<file path="config.mk">
export PLATFORM = sky130hd
export DESIGN_NAME = reset_phase_coord
export DESIGN_NICKNAME = d
export VERILOG_FILES = /design/src/rtl/reset_phase_coord.sv
export SDC_FILE = /design/constraint.sdc
export NUM_CORES = 1
export LEC_CHECK = 0
export BUFFER_PORTS_ARGS = -buffer_cell sky130_fd_sc_hd__clkbuf_2
export CAP_MARGIN = 30
export CORE_AREA = 2 2 39 41
export DETAILED_ROUTE_END_ITERATION = 8
export DIE_AREA = 0 0 41 43
export SETUP_SLACK_MARGIN = 0.5
export SLEW_MARGIN = 20
export SYNTH_ARGS = -nofsm -noshare
export SYNTH_HDL_FRONTEND = slang
export SYNTH_SLANG_ARGS = --single-unit
</file>
<file path="constraint.sdc">
create_clock -name clk -period 1 [get_ports clk]
set_clock_uncertainty 0.15 [all_clocks]
set_input_delay 0.05 -clock clk [delete_from_list [all_inputs] [get_ports clk]]
set_output_delay 0.05 -clock clk [all_outputs]
set_load 0.1 [all_outputs]
</file>
<file path="src/rtl/reset_phase_coord.sv">
module reset_phase_coord #(
  parameter int NUM_UNITS = 3,
  parameter int STATE_W   = 3
) (
  input  logic                 clk,
  input  logic                 rst_n,
  input  logic [STATE_W-1:0]   state,
  input  logic [NUM_UNITS-1:0] unit_en,
  input  logic [NUM_UNITS-1:0] unit_done,
  output logic [NUM_UNITS-1:0] unit_go,
  output logic                 phase_done
);

  logic idle_q, idle_d, start, start_d, armed, flag_q, flag_d, all_ok;

  assign start      = idle_q & ~idle_d;
  assign all_ok     = &(unit_done | ~unit_en);
  assign phase_done = flag_q & ~flag_d;

  always_ff @(posedge clk or negedge rst_n) begin
    if (!rst_n) begin
      idle_q  <= 1'b0;
      idle_d  <= 1'b0;
      start_d <= 1'b0;
      armed   <= 1'b0;
      flag_q  <= 1'b0;
      flag_d  <= 1'b0;
      unit_go <= '0;
    end else begin
      idle_q  <= (state == '0);
      idle_d  <= idle_q;
      start_d <= start;
      unit_go <= start ? unit_en : '0;
      armed   <= idle_q & (armed | start_d);
      flag_q  <= armed & all_ok;
      flag_d  <= flag_q;
    end
  end

endmodule


</file>
[Word-level counts from Yosys, hierarchy flattened]
Index checks and enable logic that the tools add are counted.
Cells by class
  add/subtract/negate cells: 0
  multiply operators: 0
  divide/modulo/power cells: 0
  magnitude comparators: 0
  equality and inequality tests: 0
  shift-type cells: 0
  mux-type cells: 1
  bitwise operators: 9
  reduce and logical (&&, ||, !) cells: 2
Operator list (number)
  $and A1 B1 Y1: 4
  $logic_not A3 Y1: 1
  $mux W3: 1
  $not A3 Y3: 1
  $or A3 B3 Y3: 1
  $reduce_and A3 Y1: 1
  $not A1 Y1: 2
  $or A1 B1 Y1: 1
Storage, ports and cells
  register bits: 9
  bits in latches: 0
  RAM bits: 0
  bits in read-only memories: 0
  logic and storage cells: 19
  memories kept: 0

[Depth between registers and ports, before layout]
  depth in word-level cells: 4
  depth in mapped cells: 2
  gate-level depth less buffers: 2

[Worst setup path after synthesis]
OpenSTA, ideal clock, no wires.
  kind: reg2out
  start: reg flag_d
  end: out phase_done
  arrival: 1.676 ns
  setup slack: -0.876 ns
  stages on the path, launching flop included: 2
  path buffers: 0
  path through: dfrtp_1 > nor2b_1
Between the ends
  word-level cells in the longest chain between the ends: 2
Ends and longest elaborated chain
  from (decl): RTL line 14  | logic idle_q, idle_d, start, start_d, armed, flag_q, flag_d, all_ok;
  from (signal assigned): RTL line 36  | flag_d <= flag_q;
  $not A1 Y1: RTL line 18  | assign phase_done = flag_q & ~flag_d;
  $and A1 B1 Y1: RTL line 18
  to (decl): RTL line 11  | output logic phase_done
Every way passes these cells.

[Worst setup path after layout]
Ends and elaborated chain as after synthesis.

==> flow_summary.json <==
{
  "outcome": "finished with violations",
  "violations": "negative hold slack, negative setup slack",
  "power_frac_comb_pct": 11.1,
  "synthXorXnorAreaFrac_pct": 0,
  "antenna_found_initial": 0,
  "synth_adder_area_share_pct": 0,
  "startpoint_type": "flop",
  "vias_per_cell": 3.855,
  "final_nets": 51,
  "p_switching_mw": 0.1668,
  "total_leakage_power_nw": 0.2492,
  "crit_type": "flop to output port",
  "rows": 14,
  "clock_path_buffers": 2,
  "grt_pass1_vias": 195,
  "yosysSeqAreaShare_pct": 74.07,
  "utilization_pct": 37.07,
  "highest_layer": "met4",
  "ant_nets": 0,
  "fin_setup_tns_ns": -0.4537,
  "wl_met2_um": 257,
  "power-per-cell-area_mw_per_mm2": 1426,
  "peakVddDrop_mv": 0.6088,
  "rsz0062_at_grt": "true",
  "synth_top_area_share_pct": 74.07,
  "n_antenna_cell": 0,
  "clk_latency_ns": 0.26,
  "finalCritPeriodShare_pct": 115.5,
  "power_mw": 0.7316,
  "slew_violations": 0,
  "slew_headroom_pct": 85.47,
  "hold_class": "input port to async pin",
  "yosys.area_share.simple_pct": 18.52,
  "p_sw_share_pct": 22.80,
  "synth_largest_area_cell": "dfrtp_1",
  "initial_core_util_pct": 21.97,
  "synth-compound-area-share_pct": 6.173,
  "critPathSlowestCell": "dfrtp_1",
  "r2r-start": "idle_q$_DFF_PN0_",
  "maxCapViolCount": 0,
  "clk_pin_slew_ns": 0.06,
  "startpoint": "flag_d$_DFF_PN0_",
  "fill_cells": 142,
  "seq_power_share_pct": 52.0,
  "drive_gt1_share_pct": 61.54,
  "cp.arrival_ns": 0.95,
  "grt_usage_pct": 9.286,
  "grt_max_degree": 10,
  "dp_hpwl_um": 456.8,
  "dr_wl_met3_um": 73,
  "netlist_area_um2": 304.0,
  "finalSetupViolCount": 4,
  "cp_data_required_time_ns": 0.80,
  "yosys_warnings": 0,
  "ys_ff_latch": 9,
  "fp.coreArea_mm2": 0.001384,
  "layout.cells.non_filler": 55,
  "synth_top_family_by_area": "simple AND/OR/NAND/NOR gates",
  "critPathMaxStageDelay_ns": 0.39,
  "synth_area_per_cell_um2": 15.20,
  "cts-htree-levels": 1,
  "die_w_um": 41,
  "internal-power_mw": 0.5648,
  "area_growth_pct": 68.72,
  "portBuffers": 14,
  "placed_cells": 50,
  "die_y_um": 43,
  "place_congestion": 0.8247,
  "ys_types": 9,
  "dr_total_vias": 212,
  "wl_per_cell_um": 10.71,
  "endpoint_kind": "output port",
  "wl_um": 589,
  "worst_slack_ns": -0.1547,
  "firstDrtPassIters": 4,
  "dieArea_mm2": 0.001763,
  "cts_root_buf": "clkbuf_4",
  "multi_input_area_um2": 85.08,
  "fmax_mhz": 866.1,
  "drt-initial-drc-count": 2,
  "yosys-top-cells-area": "dfrtp_1 74%, and2_1 6.2%, nor2b_4 4.5%",
  "muxShareOfSynthArea_pct": 0,
  "pin_count": 15,
  "tightest_slew_ns": 0.2180,
  "syn-instance-count": 20,
  "clock-sinks": 9,
  "fin_hold_ws_ns": -0.5160,
  "cts_inserted_buffers": 3,
  "critPathMaxFanout": 1,
  "r2r_cells": 2,
  "crit_path_cell_trace": "nor2b_4 > buf_12",
  "synth_nets": 31,
  "grt_pass1_wl_um": 924,
  "drc": 0,
  "sequential_cell_area_um2": 236.5,
  "cts_tree": "done",
  "layout_min_cycle_time_ns": 1.155,
  "final_hold_viol_count": 14,
  "overflow": 0,
  "pwr-share-clk_pct": 36.8,
  "m1WireLength_um": 229
}
[logic make-up after synthesis]
| family | Yosys count |
|---|---|
| buffers and inverters | 1 |
| AOI/OAI and AO/OA | 2 |
| and+or+nand+nor | 8 |
| DFF | 9 |
[synthesized netlist by cell type]
library cell / number
nor2b_4: 1
inv_1: 1
o2111a_1: 1
o21a_1: 1
nand2b_1: 2
and2_1: 3
dfrtp_1: 9
nor3_1: 1
nor2b_1: 1
[layer usage]
metal  up-vias  GRT usage, %
met1        90         10.85
li1        102             -
met5         -             0
met2        16         10.94
met3         4         4.712
met4         0         10.00
[final cells by class]
cell class,instances,area share (%)
Inverter,1,0.7317
Sequential cell,9,46.10
Clock buffer,4,5.122
Tap cell,16,3.902
Multi-Input combinational cell,10,16.59
Timing Repair Buffer,15,27.56
[critical path: cells and delay by family, from the launching register on]
kind	cells	cell delay [ns]
buf+inv	1	0.18
flops	1	0.39
simple gates	1	0.13
[final timing paths]
path | endpoint | slack (ns)
max | phase_done | -0.15
min | idle_q$_DFF_PN0_ | -0.52
max in group asynchronous | unit_go[1]$_DFF_PN0_ | 1.00
min reg2reg | flag_d$_DFF_PN0_ | 0.23
min in group clk | idle_q$_DFF_PN0_ | -0.22
max reg2reg | unit_go[1]$_DFF_PN0_ | 0.08
[power groups by stage]
stage	Combinational, mW	Sequential, mW	Clock (mW)
2_1_floorplan	0.0122	0.408	0
3_3_place_gp	0.0771	0.387	0
3_5_place_dp	0.0776	0.388	0
4_1_cts	0.0820	0.381	0.282
5_1_grt	0.0878	0.381	0.302
6_report	0.0813	0.381	0.270
[cell usage in the layout (no fill, tap or decap)]
cell type / n
clkbuf_2: 10
dfrtp_1: 6
buf_12: 4
clkbuf_4: 3
dfrtp_4: 3
nor2b_4: 2
and2_1: 2
nand2b_1: 2
and2_4: 1
nor3_1: 1
o21a_1: 1
inv_1: 1
o2111a_1: 1
clkbuf_1: 1
buf_6: 1
[stage by stage]
stage	cell area, um2	setup slack (ns)	hold slack (ns)
5_1_grt	513.0	-0.1884	-0.5118
6_report	513.0	-0.1547	-0.5160
3_3_place_gp	473.0	0.1020	-0.2386
2_1_floorplan	322.8	-0.07246	-0.3956
4_1_cts	510.5	-0.1671	-0.5158
3_5_place_dp	473.0	0.08938	-0.2373
[registers in the layout (all words and copies together), names as in the netlist]
signal,cells
armed,1
flag_d,1
idle_q,1
flag_q,1
unit_go,3
start_d,1
idle_d,1
[timing repair]
item | CTS | global route
buffers inserted | 1 | 0
setup endpoints to repair | 12 | 12
gates resized for setup | 1 | 1
gates cloned | 0 | 0
endpoints found under the hold margin | 14 | 14
Power figures use the tool's default switching activity.
